$ cat src/rtl/smbus_idx_slave.sv
module smbus_idx_slave #(
  parameter logic [6:0] DEV_ADDR = 7'h69,
  parameter int         NUM_REGS = 7
) (
  input  logic       clk,
  input  logic       rst_n,
  input  logic       scl_i,
  input  logic       sda_i,
  output logic       sda_oe,
  output logic [7:0] reg_addr,
  output logic [7:0] reg_wdata,
  output logic       reg_we,
  input  logic [7:0] reg_rdata
);
  localparam logic [8:0] MAP_END = 9'(NUM_REGS);

  typedef enum logic [2:0] {S_IDLE, S_DEV, S_OFS, S_CNT, S_WDAT, S_RCNT, S_RDAT, S_SKIP} st_t;

  st_t        state, nst;
  logic [1:0] scl_sy, sda_sy;
  logic       scl_q, sda_q;
  logic [3:0] bitcnt;
  logic [7:0] sr, tx, ptr, remain;

  wire scl_s     = scl_sy[1];
  wire sda_s     = sda_sy[1];
  wire scl_rise  = scl_s & ~scl_q;
  wire scl_fall  = ~scl_s & scl_q;
  wire start_det = scl_s & scl_q & sda_q & ~sda_s;
  wire stop_det  = scl_s & scl_q & ~sda_q & sda_s;
  wire tx_mode   = (state == S_RCNT) || (state == S_RDAT);
  wire in_map    = {1'b0, ptr} < MAP_END;
  wire [7:0] cnt_val = in_map ? 8'(MAP_END) - ptr : 8'h00;
  wire [7:0] rd_val  = in_map ? reg_rdata : 8'h00;
  wire [7:0] ld_val  = (nst == S_RCNT) ? cnt_val : rd_val;

  assign reg_addr  = ptr;
  assign reg_wdata = sr;

  always_ff @(posedge clk or negedge rst_n) begin
    if (!rst_n) begin
      scl_sy <= 2'b11;
      sda_sy <= 2'b11;
      scl_q  <= 1'b1;
      sda_q  <= 1'b1;
    end else begin
      scl_sy <= {scl_sy[0], scl_i};
      sda_sy <= {sda_sy[0], sda_i};
      scl_q  <= scl_s;
      sda_q  <= sda_s;
    end
  end

  always_ff @(posedge clk or negedge rst_n) begin
    if (!rst_n) begin
      state  <= S_IDLE;
      nst    <= S_IDLE;
      bitcnt <= '0;
      sr     <= '0;
      tx     <= '0;
      ptr    <= '0;
      remain <= '0;
      sda_oe <= 1'b0;
      reg_we <= 1'b0;
    end else begin
      reg_we <= 1'b0;
      if (start_det) begin
        state  <= S_DEV;
        bitcnt <= '0;
        sda_oe <= 1'b0;
      end else if (stop_det) begin
        state  <= S_IDLE;
        bitcnt <= '0;
        sda_oe <= 1'b0;
      end else if (state != S_IDLE && state != S_SKIP) begin
        if (scl_rise) begin
          if (bitcnt < 4'd8) begin
            sr     <= {sr[6:0], sda_s};
            bitcnt <= bitcnt + 4'd1;
          end else if (bitcnt == 4'd8 && tx_mode) begin
            if (sda_s) state <= S_SKIP;
            else begin
              bitcnt <= 4'd9;
              nst    <= S_RDAT;
              if (state == S_RDAT) ptr <= ptr + 8'd1;
            end
          end
        end else if (scl_fall) begin
          if (bitcnt == 4'd9) begin
            bitcnt <= '0;
            state  <= nst;
            if (state == S_WDAT && sda_oe) ptr <= ptr + 8'd1;
            if (nst == S_RCNT || nst == S_RDAT) begin
              tx     <= ld_val;
              sda_oe <= ~ld_val[7];
            end else sda_oe <= 1'b0;
          end else if (bitcnt == 4'd8) begin
            if (tx_mode) sda_oe <= 1'b0;
            else begin
              bitcnt <= 4'd9;
              sda_oe <= 1'b0;
              nst    <= S_SKIP;
              case (state)
                S_DEV: if (sr[7:1] == DEV_ADDR) begin
                  sda_oe <= 1'b1;
                  nst    <= sr[0] ? S_RCNT : S_OFS;
                end
                S_OFS: begin
                  ptr    <= sr;
                  sda_oe <= 1'b1;
                  nst    <= S_CNT;
                end
                S_CNT: if (sr != 8'h00) begin
                  remain <= sr;
                  sda_oe <= 1'b1;
                  nst    <= S_WDAT;
                end
                S_WDAT: if (remain != 8'h00) begin
                  reg_we <= 1'b1;
                  remain <= remain - 8'd1;
                  sda_oe <= 1'b1;
                  nst    <= S_WDAT;
                end
                default: ;
              endcase
            end
          end else if (tx_mode && bitcnt != 4'd0) begin
            sda_oe <= ~tx[3'd7 - bitcnt[2:0]];
          end
        end
      end
    end
  end

  // SDA moves only while SCL is low, or is released at START/STOP
  p_oe_on_low_r9: assert property (@(posedge clk) disable iff (!rst_n)
    !$stable(sda_oe) |-> ($past(!scl_s) || $past(start_det || stop_det)));

  // write strobe lasts a single cycle
  p_we_single_r2: assert property (@(posedge clk) disable iff (!rst_n)
    reg_we |=> !reg_we);

  // STOP returns the engine to idle with the line released
  p_stop_idle_r8: assert property (@(posedge clk) disable iff (!rst_n)
    stop_det |=> (state == S_IDLE && !sda_oe));

  // a master NACK on sent data puts the engine off the bus
  p_nack_off_r7: assert property (@(posedge clk) disable iff (!rst_n)
    (tx_mode && scl_rise && bitcnt == 4'd8 && sda_s && !start_det && !stop_det)
      |=> (state == S_SKIP && !sda_oe));

  // a skipped transfer never drives or writes
  p_skip_quiet_r3: assert property (@(posedge clk) disable iff (!rst_n)
    (state == S_SKIP || state == S_IDLE) |-> !reg_we);

  // acknowledge held through the SCL high phase of the ninth bit
  p_ack_hold_r10: assert property (@(posedge clk) disable iff (!rst_n)
    (bitcnt == 4'd9 && !tx_mode && sda_oe && scl_s && !start_det && !stop_det) |=> sda_oe);
endmodule

$ cat config.mk
export PLATFORM = sky130hd
export DESIGN_NAME = smbus_idx_slave
export DESIGN_NICKNAME = d
export VERILOG_FILES = /design/src/rtl/smbus_idx_slave.sv
export SDC_FILE = /design/constraint.sdc
export NUM_CORES = 1
export LEC_CHECK = 0
export BUFFER_PORTS_ARGS = -buffer_cell sky130_fd_sc_hd__buf_2
export CORE_MARGIN = 4
export CORE_UTILIZATION = 62
export CTS_BUF_LIST = sky130_fd_sc_hd__clkbuf_2 sky130_fd_sc_hd__clkbuf_4 sky130_fd_sc_hd__clkbuf_8
export CTS_CLUSTER_DIAMETER = 80
export DETAILED_ROUTE_END_ITERATION = 12
export GPL_TIMING_DRIVEN = 0
export PLACE_DENSITY = 0.83
export SYNTH_ARGS = -nofsm -noshare
export SYNTH_HDL_FRONTEND = slang
export SYNTH_SLANG_ARGS = --single-unit
$ cat constraint.sdc
create_clock -name clk -period 3.26 [get_ports clk]
set_clock_uncertainty 0.15 [all_clocks]
set_input_delay 0.489 -clock clk [delete_from_list [all_inputs] [get_ports clk]]
set_output_delay 0.489 -clock clk [all_outputs]
set_load 0.005 [all_outputs]
==> results of run 1 <==
per-layer routing:
metal | part of all wire | routed length (µm) | track usage | up-vias
li1 | - | - | - | 1304
met2 | 0.47 | 3560 | 0.420 | 123
met1 | 0.44 | 3340 | 0.349 | 1310
met4 | 0.014 | 108 | 0.0636 | 0
met3 | 0.074 | 562 | 0.0533 | 15
met5 | 0 | 0 | 0 | -
layout by cell type, fill, tap and decap left out, types with 3 or more instances in the layout:
| cell type | count |
|---|---|
| buf_2 | 34 |
| clkbuf_8 | 6 |
| dfrtp_1 | 44 |
| inv_1 | 19 |
| and3_1 | 7 |
| nand2_1 | 17 |
| nand2b_1 | 3 |
| dfstp_2 | 6 |
| nor3_1 | 14 |
| nor2_1 | 35 |
| o21ai_0 | 17 |
| nand3_1 | 10 |
| mux2i_1 | 5 |
| o22ai_1 | 4 |
| and2_1 | 3 |
| a2bb2oi_1 | 4 |
| or3_1 | 3 |
| a31oi_1 | 4 |
| ha_1 | 11 |
| or4_1 | 5 |
| o22a_1 | 3 |
| nand3b_1 | 3 |
| o211ai_1 | 3 |
| nor4_1 | 3 |
| a22oi_1 | 3 |
| a211oi_1 | 5 |
| clkbuf_1 | 6 |
| mux2_2 | 17 |
| buf_6 | 3 |
| xor2_1 | 4 |
| a21oi_1 | 19 |
| o31ai_1 | 9 |
cells by family after synthesis:
family	after synthesis	share of synthesized area
AO/OA/AOI/OAI	92	0.207
XOR/XNOR	6	0.0166
adder cells (fa/ha/maj)	11	0.0436
buffers and inverters	35	0.0531
flip-flops	50	0.399
multiplexers	24	0.0931
AND/OR/NAND/NOR	114	0.188
area by class of cell:
cell class,count,area share
Inverter,19,0.0204
Sequential cell,50,0.360
Buffer,16,0.0275
Tap cell,67,0.0240
Clock inverter,1,0.00858
Multi-Input combinational cell,247,0.495
Timing Repair Buffer,29,0.0415
Clock buffer,6,0.0236
worst max-delay path, stage by stage, from the launching register on:
cell and delay, ns:
dfstp_2 0.55, inv_1 0.04, ha_1 0.28, or4bb_1 0.50, a211oi_1 0.27, o211ai_2 0.29
nor2_4 0.27, mux2_2 0.36
cell usage after synthesis, types with 5 or more instances:
| cell type | number |
|---|---|
| inv_1 | 19 |
| nor2_1 | 35 |
| dfstp_2 | 6 |
| buf_2 | 5 |
| o21ai_0 | 17 |
| and3_1 | 7 |
| ha_1 | 11 |
| nand2_1 | 17 |
| a211oi_1 | 5 |
| mux2i_1 | 5 |
| o31ai_1 | 9 |
| or4_1 | 5 |
| a21oi_1 | 19 |
| mux2_2 | 17 |
| nor3_1 | 14 |
| nand3_1 | 10 |
| dfrtp_1 | 44 |
| clkbuf_1 | 6 |
power by group through the flow:
stage	clock (mW)	combinational (mW)	sequential (mW)
finish	0.460	1.43	1.07
global route	0.483	1.59	1.11
CTS	0.462	1.42	1.06
detailed placement	0	1.41	1.07
global placement	0	1.37	1.06
floorplan	0	1.05	1.00
sequential cells by signal, summed over array words and instances (netlist names):
register   cells
bitcnt         4
nst            3
reg_addr       8
reg_wdata      8
reg_we         1
remain         8
scl_q          1
scl_sy         2
sda_oe         1
sda_q          1
sda_sy         2
state          3
tx             8
path summary, 6_finish.rpt:
kind                           start           to  slack (ns)  cells past startpoint
max in group asynchronous      rst_n     state[2]        2.07                      1
min in group asynchronous      rst_n    remain[6]        0.22                      1
setup reg to reg               scl_q  reg_addr[1]        0.43                      7
hold / removal                 sda_i    sda_sy[0]        0.12                      1
hold reg to reg            sda_sy[0]    sda_sy[1]        0.21                      0
setup / recovery               scl_q  reg_addr[1]        0.43                      7
==> qor_table.md, run 1 <==
| Item | Value |
|---|---|
| Post-route minimum period | 2.83 ns |
| Top cell type's share of synthesized area | 0.349 |
| Cell-internal power | 1.67 mW |
| Clock slew seen by the registers of the worst setup and hold paths | 0.09 ns |
| Number of buffers created by CTS | 5 |
| EDFF count, synth | 0 |
| Unrepaired setup endpoints after global routing | no |
| Worst rel slew slack | 0.266 |
| Vias in the first global route | 2,602 |
| Number of port buffers | 29 |
| Endpoint required time on the critical path | 3.32 ns |
| YS warnings | 0 |
| Share of cells above drive strength 1 | 0.220 |
| Filler cells | 384 |
| Antenna viol nets, final | 0 |
| Detailed placement HPWL | 5370 µm |
| CP Class | flop to flop |
| Classification of the worst-slack hold path | input pin to flop |
| Post-synthesis average cell area | 9.51 µm² |
| Number of instances resized during post-cts repair | 0 |
| Number of nets in the finished design | 391 |
| Comb power frac | 0.483 |
| Clock tree from TritonCTS | built |
| Final cell count without fillers | 435 |
| Synth Cell Area | 3160 µm² |
| Area leader, netlist | dfrtp_1 |
| Outcome | finished, final reports clean |
| Setup violations, final | 0 |
| Global-route usage over all layers | 0.257 |
| Post-synthesis sequential area ratio | 0.399 |
| Fraction of power spent switching nets | 0.436 |
| Final critical-path setup slack | 0.425 ns |
| WL final | 7570 µm |
| Worst Max-Slew Pin Slew | 1.10 ns |
| DRT Pass-1 Iters | 5 |
| Period utilization | 0.870 |
| DIE WIDTH | 79.4 µm |
| Worst slack on hold paths | 0.118 ns |
| Fraction of synthesis flops using an asynchronous set or reset pin | 1.00 |
| Lkg Pwr | 1.56 nW |
| Fin. Hold Viols | 0 |
| Critical Path Start Type | flop |
| Sequential Power Share | 0.362 |
| Type of destination of the critical path | flop |
| Total of hold buffers inserted after clock tree synthesis | 0 |
| Fin. max-slew vios | 0 |
| FF+latch area | 1260 µm² |
| Starting density of the core | 0.655 |
| Placeable core region | 4820 µm² |
| Largest net degree at the start of global routing | 51 |
| Switching power | 1.29 mW |
| Fmax achieved | 353 MHz |
| Total nets after synthesis | 355 |
| Post-Place Cells | 428 |
| Area growth from synthesis to layout | 10.8% |
| Highest fanout seen on the critical path | 10 |
| First-iteration detailed-routing DRC count | 266 |
| Detail-routed net length per standard cell | 17.4 µm |
| Die Area | 6300 µm² |
| Unique masters post-synth | 61 |
| Clock Sink Count | 50 |
| Footprint of the multi-input gates | 1730 µm² |
| Vias | 2,752 |
| Top-Level Pins | 30 |
| Diode insertion count for antenna repair | 0 |
| Source-to-sink clock delay at the later pin of the worst-skew pair | 0.32 ns |
| Total global routing overflow | 0 |
| Gpl congestion | 0.945 |
| Count of H-tree levels built during CTS | 2 |
| # Max-Cap Violations | 0 |
| Total power after layout | 2.96 mW |
| CTS root buffer | clkbuf_8 |
| Synthesis-stage register bit count | 50 |
| Clock network fraction of total power | 0.155 |
| First-pass GRT wire length | 12,700 µm |
| Arrival @ worst endpoint | 2.89 ns |
| Most used DFF post-synth | dfrtp_1 |
| Number of antenna violations at the first check in global routing | 0 |
| Drc violations | 0 |
| Max Root-Sink Buffers | 2 |
| Number of placement rows | 25 |
| Dpl ws | 0.470 ns |
| Final std cell area, no fill | 3500 µm² |
| Area after DPL | 3390 µm² |
| Vias per std cell | 6.33 |
| Fin util | 0.726 |
| Post-CTS Setup Repair Bufs | 0 |
| Maximum vdd ir drop | 0.557 mV |
| Most area-consuming cells after synthesis | dfrtp_1 (35%), mux2_2 (6.1%), dfstp_2 (5.0%) |
| Sum of negative setup slack | 0 ns |
| Die extent in y | 79.4 µm |
| P per Cell Area | 845 nW/µm² |
| Cell count after synthesis | 332 |
Power figures use the tool's default switching activity.
==> run 2, diff against run 1 <==
--- a/config.mk
+++ b/config.mk
@@ -6,6 +6,7 @@
 export NUM_CORES = 1
 export LEC_CHECK = 0
 export BUFFER_PORTS_ARGS = -buffer_cell sky130_fd_sc_hd__buf_2
+export CAP_MARGIN = 20
 export CORE_MARGIN = 4
 export CORE_UTILIZATION = 62
 export CTS_BUF_LIST = sky130_fd_sc_hd__clkbuf_2 sky130_fd_sc_hd__clkbuf_4 sky130_fd_sc_hd__clkbuf_8
==> constraint.sdc (replaced) <==
create_clock -name clk -period 3.26 [get_ports clk]
set_clock_uncertainty 0.15 [all_clocks]
set_input_delay 0.326 -clock clk [delete_from_list [all_inputs] [get_ports clk]]
set_output_delay 0.326 -clock clk [all_outputs]
set_load 0.005 [all_outputs]
==> run 2 against run 1 <==
Against the previous run: clock power shrank 0.9%; fmax shrank 0.13%; global-route usage grew 0.12 points; count of clock-buffer cells in the layout is the same; critical path depth is the same; non-clock buffer count grew 4; via count grew 0.58%; worst hold slack gained 0.091 ns; total power grew 0.17%; critical path type unchanged.
==> qor_table.md, run 2 (synthesis gave the netlist of run 1 again) <==
| Item | Value | Delta |
|---|---|---|
| Post-route minimum period | 2.84 ns | +0.00373 ns |
| Top library cells by usage in the layout, fill and taps aside | dfrtp_1 (44), nor2_1 (35), buf_2 (34) |  |
| Die extent in y | 79.4 µm | unchanged |
| Antenna viol nets, final | 0 | unchanged |
| Critical Path Start Type | flop |  |
| Maximum vdd ir drop | 0.554 mV | -0.50% |
| Count of H-tree levels built during CTS | 2 | unchanged |
| # Max-Cap Violations | 0 | unchanged |
| Vias | 2,768 | +0.58% |
| DIE WIDTH | 79.4 µm | unchanged |
| Comb power frac | 0.486 | +0.003 |
| Source-to-sink clock delay at the later pin of the worst-skew pair | 0.32 ns | about the same |
| Cell-internal power | 1.67 mW | +0.29% |
| Fin. Hold Viols | 0 | unchanged |
| Global Route met1 Usage | 0.352 | +0.00293 |
| Detailed placement HPWL | 5370 µm | unchanged |
| FF+latch area | 1260 µm² | unchanged |
| Sum of negative setup slack | 0 ns | unchanged |
| Post-CTS Setup Repair Bufs | 0 | unchanged |
| Area growth from synthesis to layout | 12.4% |  |
| Detail-routed net length per standard cell | 17.3 µm | -0.64% |
| Lkg Pwr | 1.58 nW | +1.4% |
| Worst reg-to-reg setup slack | 0.42 ns | about the same |
| Max Root-Sink Buffers | 2 | unchanged |
| Number of placement rows | 25 | unchanged |
| Clock slew seen by the registers of the worst setup and hold paths | 0.09 ns | about the same |
| Grt met3 use | 0.0533 | unchanged |
| Clock network fraction of total power | 0.154 | about the same |
| Fin util | 0.737 | +0.0104 |
| Number of buffers created by CTS | 5 | unchanged |
| Endpoint required time on the critical path | 3.31 ns | about the same |
| Worst Reg2Reg Path Length in Cells | 7 | unchanged |
| Area after DPL | 3390 µm² | unchanged |
| Global-route usage over all layers | 0.258 | +0.00121 |
| R2R Path End | reg_addr[1] |  |
| Footprint of the multi-input gates | 1730 µm² | unchanged |
| Most frequent standard cell in the layout excluding fill and tap cells | dfrtp_1 |  |
| Setup violations, final | 0 | unchanged |
| Total global routing overflow | 0 | unchanged |
| Global routing usage on met2 | 0.421 | +0.000842 |
| CP Class | flop to flop |  |
| Final std cell area, no fill | 3550 µm² | +1.4% |
| Worst Max-Slew Pin Slew | 0.889 ns | -0.212 ns |
| First-pass GRT wire length | 12,800 µm | +0.49% |
| Period utilization | 0.871 | +0.00114 |
| Number of port buffers | 29 | unchanged |
| DRT Pass-1 Iters | 6 | +1 |
| Arrival @ worst endpoint | 2.89 ns | about the same |
| Classification of the worst-slack hold path | flop to flop |  |
| Top-Level Pins | 30 | unchanged |
| Starting density of the core | 0.655 | unchanged |
| Highest fanout seen on the critical path | 10 | unchanged |
| WL final | 7590 µm | +0.28% |
| Worst rel slew slack | 0.403 | +0.136 |
| Sequential Power Share | 0.360 | -0.002 |
| Outcome | finished, final reports clean |  |
| Diode insertion count for antenna repair | 0 | unchanged |
| Number of nets in the finished design | 395 | +1.0% |
| Fmax achieved | 352 MHz | -0.13% |
| Fin. max-slew vios | 0 | unchanged |
| Clock Sink Count | 50 | unchanged |
| Vias per std cell | 6.31 | -0.34% |
| Gpl congestion | 0.945 | unchanged |
| First-iteration detailed-routing DRC count | 267 | +0.38% |
| Layer carrying the most global-route usage | met2 |  |
| Share of cells above drive strength 1 | 0.220 | +0.000321 |
| Unrepaired setup endpoints after global routing | no |  |
| CTS root buffer | clkbuf_8 |  |
| Fraction of power spent switching nets | 0.435 | -0.000697 |
| Largest net degree at the start of global routing | 51 | unchanged |
| Type of destination of the critical path | flop |  |
| Clock tree from TritonCTS | built |  |
| Die Area | 6300 µm² | unchanged |
| Launch point of the worst reg-to-reg path | scl_q |  |
| Beginning of the critical path | scl_q |  |
| Drc violations | 0 | unchanged |
| Placeable core region | 4820 µm² | unchanged |
| Number of antenna violations at the first check in global routing | 0 | unchanged |
| Switching power | 1.29 mW | about the same |
| Vias in the first global route | 2,612 | +0.38% |
| Filler cells | 378 | -1.6% |
| Setup crit end | reg_addr[1] |  |
| P per Cell Area | 835 nW/µm² | -1.2% |
## run 2: cell types whose count changed in the layout (fill, tap and decap cells not counted)
cell           change
buf_12             +1
dlygate4sd3_1      +3
## run 2: worst min path at each step
stage	from	end	slack, ns	cells past startpoint
after global placement	scl_sy[0]	scl_sy[1]	0.20	0
final	sda_sy[0]	sda_sy[1]	0.21	0
after global routing	sda_sy[0]	sda_sy[1]	0.21	0
after detailed placement	sda_sy[0]	sda_sy[1]	0.20	0
after CTS	rst_n	remain[6]	0.11	1
after floorplan	rst_n	bitcnt[0]	-0.12	0
## run 2: metal layers
layer	share of wire	wire [µm]	vias to the layer above
met5	0	0	-
met1	0.45	3400	1326
met2	0.47	3560	119
met4	0.013	95	0
li1	-	-	1310
met3	0.072	543	13
## run 2: metrics by stage
step / power [mW] / worst slack, ns / hold WS, ns / instances
floorplan: 2.06 / 0.702 / -0.120 / 332
global route: 3.19 / 0.304 / 0.212 / 439
global placement: 2.43 / 0.486 / 0.196 / 428
detailed placement: 2.48 / 0.470 / 0.197 / 428
CTS: 2.94 / 0.451 / 0.107 / 437
finish: 2.96 / 0.421 / 0.209 / 439
## run 2: layout make-up
cell class                      count  area share
Multi-Input combinational cell    247       0.488
Sequential cell                    50       0.355
Inverter                           19      0.0201
Buffer                             16      0.0272
Tap cell                           67      0.0236
Clock buffer                        6      0.0233
Timing Repair Buffer               33      0.0550
Clock inverter                      1     0.00846
## run 2: power groups by stage
| stage | sequential, mW | clock (mW) | combinational [mW] |
|---|---|---|---|
| 6_report | 1.07 | 0.456 | 1.44 |
| 5_1_grt | 1.11 | 0.483 | 1.60 |
| 4_1_cts | 1.06 | 0.462 | 1.42 |
| 3_5_place_dp | 1.07 | 0 | 1.41 |
| 3_3_place_gp | 1.06 | 0 | 1.37 |
| 2_1_floorplan | 1.00 | 0 | 1.05 |
## run 2: timing repair
| item | 4_1_cts | 5_1_grt |
|---|---|---|
| hold buffers | 2 | 1 |
| endpoints found under the hold margin | 2 | 16 |
| endpoints found under the setup margin | 0 | 0 |
| resized for setup | 0 | 0 |
## run 2: worst max-delay path, cell delays in order (launching register included)
cell,delay [ns]
dfstp_2,0.55
inv_1,0.04
ha_1,0.28
or4bb_1,0.50
a211oi_1,0.27
o211ai_2,0.30
nor2_4,0.28
mux2_2,0.36
==> run 3, diff against run 2 <==
--- a/config.mk
+++ b/config.mk
@@ -5,15 +5,16 @@
 export SDC_FILE = /design/constraint.sdc
 export NUM_CORES = 1
 export LEC_CHECK = 0
+export ABC_CLOCK_PERIOD_IN_PS = 2300
 export BUFFER_PORTS_ARGS = -buffer_cell sky130_fd_sc_hd__buf_2
 export CAP_MARGIN = 20
 export CORE_MARGIN = 4
-export CORE_UTILIZATION = 62
+export CORE_UTILIZATION = 56
 export CTS_BUF_LIST = sky130_fd_sc_hd__clkbuf_2 sky130_fd_sc_hd__clkbuf_4 sky130_fd_sc_hd__clkbuf_8
 export CTS_CLUSTER_DIAMETER = 80
 export DETAILED_ROUTE_END_ITERATION = 12
 export GPL_TIMING_DRIVEN = 0
-export PLACE_DENSITY = 0.83
+export PLACE_DENSITY = 0.79
 export SYNTH_ARGS = -nofsm -noshare
 export SYNTH_HDL_FRONTEND = slang
 export SYNTH_SLANG_ARGS = --single-unit
==> constraint.sdc (replaced) <==
create_clock -name clk -period 2.3 [get_ports clk]
set_clock_uncertainty 0.15 [all_clocks]
set_input_delay 0.575 -clock clk [delete_from_list [all_inputs] [get_ports clk]]
set_output_delay 0.575 -clock clk [all_outputs]
set_load 0.005 [all_outputs]
==> run 3 against run 2 <==
Against the previous run: the flow now finishes with violations (setup timing); combinational power up 82%; total power up 60%; non-clock buffer count up 17; worst hold slack worse by 0.15 ns; first-iteration DRC count down 22%; cell count up 5.5%; utilization down 0.091 points; register-to-register slack worse by 0.71 ns; routed wire length up 14%; via count up 5.6%; critical path type unchanged; critical endpoint unchanged; highest routed layer unchanged.
==> qor_table.md, run 3 (synthesis gave the netlist of run 1 again) <==
| Item | Value | Delta |
|---|---|---|
| Vias in the first global route | 2,775 | +6.2% |
| Setup violations, final | 21 | +21 |
| Worst rel slew slack | 0.508 | +0.105 |
| DRT Pass-1 Iters | 6 | unchanged |
| Fin. max-slew vios | 0 | unchanged |
| Footprint of the multi-input gates | 2030 µm² | +17% |
| Number of antenna violations at the first check in global routing | 0 | unchanged |
| Detail-routed net length per standard cell | 18.7 µm | +8.2% |
| Vias | 2,922 | +5.6% |
| Die Area | 6900 µm² | +9.6% |
| Count of H-tree levels built during CTS | 2 | unchanged |
| Cell at the slowest stage of the critical path | dfstp_2 |  |
| Type of destination of the critical path | flop |  |
| Buffering stage count on the worst path with inverters included | 2 | +1 |
| Vias per std cell | 6.31 | about the same |
| Clock Sink Count | 50 | unchanged |
| First-iteration detailed-routing DRC count | 209 | -22% |
| Worst slack on hold paths | 0.0622 ns | -0.147 ns |
| Arrival @ worst endpoint | 2.64 ns | -0.25 ns |
| Total of hold buffers inserted after clock tree synthesis | 0 | -2 |
| List of cells traversed by the critical path | inv_2 -> ha_4 -> or4bb_4 -> a211oi_4 -> buf_4 -> o211ai_4 -> nor2_4 -> mux2_4 |  |
| Placeable core region | 5470 µm² | +14% |
| Violated checks | setup timing |  |
| CP Class | flop to flop |  |
| Number of nets in the finished design | 413 | +4.6% |
| Largest net degree at the start of global routing | 33 | -35% |
| Period utilization | 1.13 | +0.256 |
| Largest stage delay, worst path | 0.56 ns | about the same |
| Total power after layout | 4.75 mW | +60% |
| Final cell count without fillers | 463 | +5.5% |
| Max Root-Sink Buffers | 2 | unchanged |
| WL final | 8670 µm | +14% |
| Antenna viol nets, final | 0 | unchanged |
| Kind of cell with the highest combined delay on the critical path | simple AND/OR/NAND/NOR gates |  |
| First-pass GRT wire length | 13,300 µm | +3.7% |
| Worst Max-Slew Pin Slew | 0.732 ns | -0.156 ns |
| Clock slew seen by the registers of the worst setup and hold paths | 0.09 ns | about the same |
| Fin util | 0.736 | -0.000912 |
| Most frequent standard cell in the layout excluding fill and tap cells | dfrtp_1 |  |
| Classification of the worst-slack hold path | input pin to asynchronous set/reset pin |  |
| FF+latch area | 1260 µm² | +0.50% |
| Outcome | finished with violations |  |
| DIE WIDTH | 83.1 µm | +4.7% |
| Highest fanout seen on the critical path | 5 | -5 |
| Source-to-sink clock delay at the later pin of the worst-skew pair | 0.31 ns | about the same |
| Number of buffers created by CTS | 5 | unchanged |
| Number of placement rows | 27 | +8.0% |
| Lkg Pwr | 1.74 nW | +10% |
| Diode insertion count for antenna repair | 0 | unchanged |
| Global-route usage over all layers | 0.232 | -0.0254 |
| Maximum vdd ir drop | 0.713 mV | +29% |
| Critical Path Start Type | flop |  |
| Endpoint required time on the critical path | 2.35 ns | -0.96 ns |
| Gpl congestion | 0.894 | -5.4% |
| Filler cells | 388 | +2.6% |
| Total global routing overflow | 0 | unchanged |
| Starting density of the core | 0.577 | -0.0785 |
| Share of cells above drive strength 1 | 0.376 | +0.156 |
| Fin. Hold Viols | 0 | unchanged |
| Unrepaired setup endpoints after global routing | yes |  |
| Number of port buffers | 29 | unchanged |
| Final critical-path setup slack | -0.292 ns | -0.713 ns |
| Top library cells by usage in the layout, fill and taps aside | dfrtp_1 (39), nor2_1 (33), buf_2 (31) |  |
| # Max-Cap Violations | 0 | unchanged |
| Post-route minimum period | 2.59 ns | -0.247 ns |
| Detailed placement HPWL | 5490 µm | +2.2% |
| P per Cell Area | 1180 nW/µm² | +41% |
| Top-Level Pins | 30 | unchanged |
| Post-Place Cells | 434 | +1.4% |
| Fmax achieved | 386 MHz | +9.5% |
| Area growth from synthesis to layout | 27.5% |  |
| Die extent in y | 83.1 µm | +4.7% |
| Drc violations | 0 | unchanged |
| CTS root buffer | clkbuf_8 |  |
| Clock tree from TritonCTS | built |  |
[run 3: cell count changes in the layout (fill, tap and decap cells not counted), moves of 4 or more]
cell,previous run,this run
a211oi_1,5,1
a2bb2oi_1,4,0
a2bb2oi_2,0,4
buf_4,2,18
buf_6,3,10
dfrtp_1,44,39
dfrtp_2,0,5
o21ai_0,17,12
o21ai_1,0,4
o31ai_1,9,3
o31ai_4,1,5
[run 3: per-stage QoR]
step	instance area [µm²]	setup TNS [ns]	setup slack [ns]
after floorplan	3190	-0.302	-0.172
after global placement	3420	-6.17	-0.403
after detailed placement	3440	-7.60	-0.456
after CTS	3750	-1.92	-0.255
after global routing	4030	-4.61	-0.387
final	4030	-2.75	-0.292
[run 3: layer usage]
metal	up-vias	global-route usage	part of all wire	wire [µm]
met3	21	0.0357	0.070	608
li1	1359	-	-	-
met4	0	0.0788	0.023	195
met5	-	0	0	0
met1	1422	0.322	0.41	3580
met2	120	0.372	0.49	4280
[run 3: final cells by class]
cell class	count	area share
buffer	14	0.0239
multi-input combinational	248	0.504
clock buffer	7	0.0208
timing repair buffer	52	0.0895
clock inverter	1	0.00746
sequential	50	0.314
tap	72	0.0224
inverter	19	0.0177
[run 3: worst paths after layout]
kind	endpoint	slack, ns	cells past startpoint	from
worst max-delay path	reg_addr[1]	-0.29	8	scl_q
worst min register to register	sda_sy[1]	0.21	0	sda_sy[0]
worst min-delay path	bitcnt[2]	0.06	1	rst_n
min in group clk	scl_sy[0]	0.21	1	scl_i
max in group asynchronous	sda_sy[0]	1.33	2	rst_n
worst max register to register	reg_addr[1]	-0.29	8	scl_q
[run 3: power breakdown]
group | leakage (nW) | internal, mW | switching, mW | total (mW)
registers | 0.624 | 1.15 | 0.338 | 1.49
clock network | 0.0593 | 0.350 | 0.295 | 0.645
logic | 1.06 | 1.16 | 1.46 | 2.62
total | 1.74 | 2.66 | 2.09 | 4.75
[run 3: worst reg2reg max path, stage by stage, from the launching register on]
cell	delay, ns
dfstp_2	0.56
inv_2	0.05
ha_4	0.16
or4bb_4	0.55
a211oi_4	0.23
buf_4	0.16
o211ai_4	0.14
nor2_4	0.18
mux2_4	0.31
[run 3: repair_timing]
| action | 4_1_cts | 5_1_grt |
|---|---|---|
| cloned | 0 | 1 |
| buffers inserted | 14 | 8 |
| resized for setup | 26 | 45 |
| setup endpoints to repair | 39 | 23 |
| pin swaps | 10 | 19 |
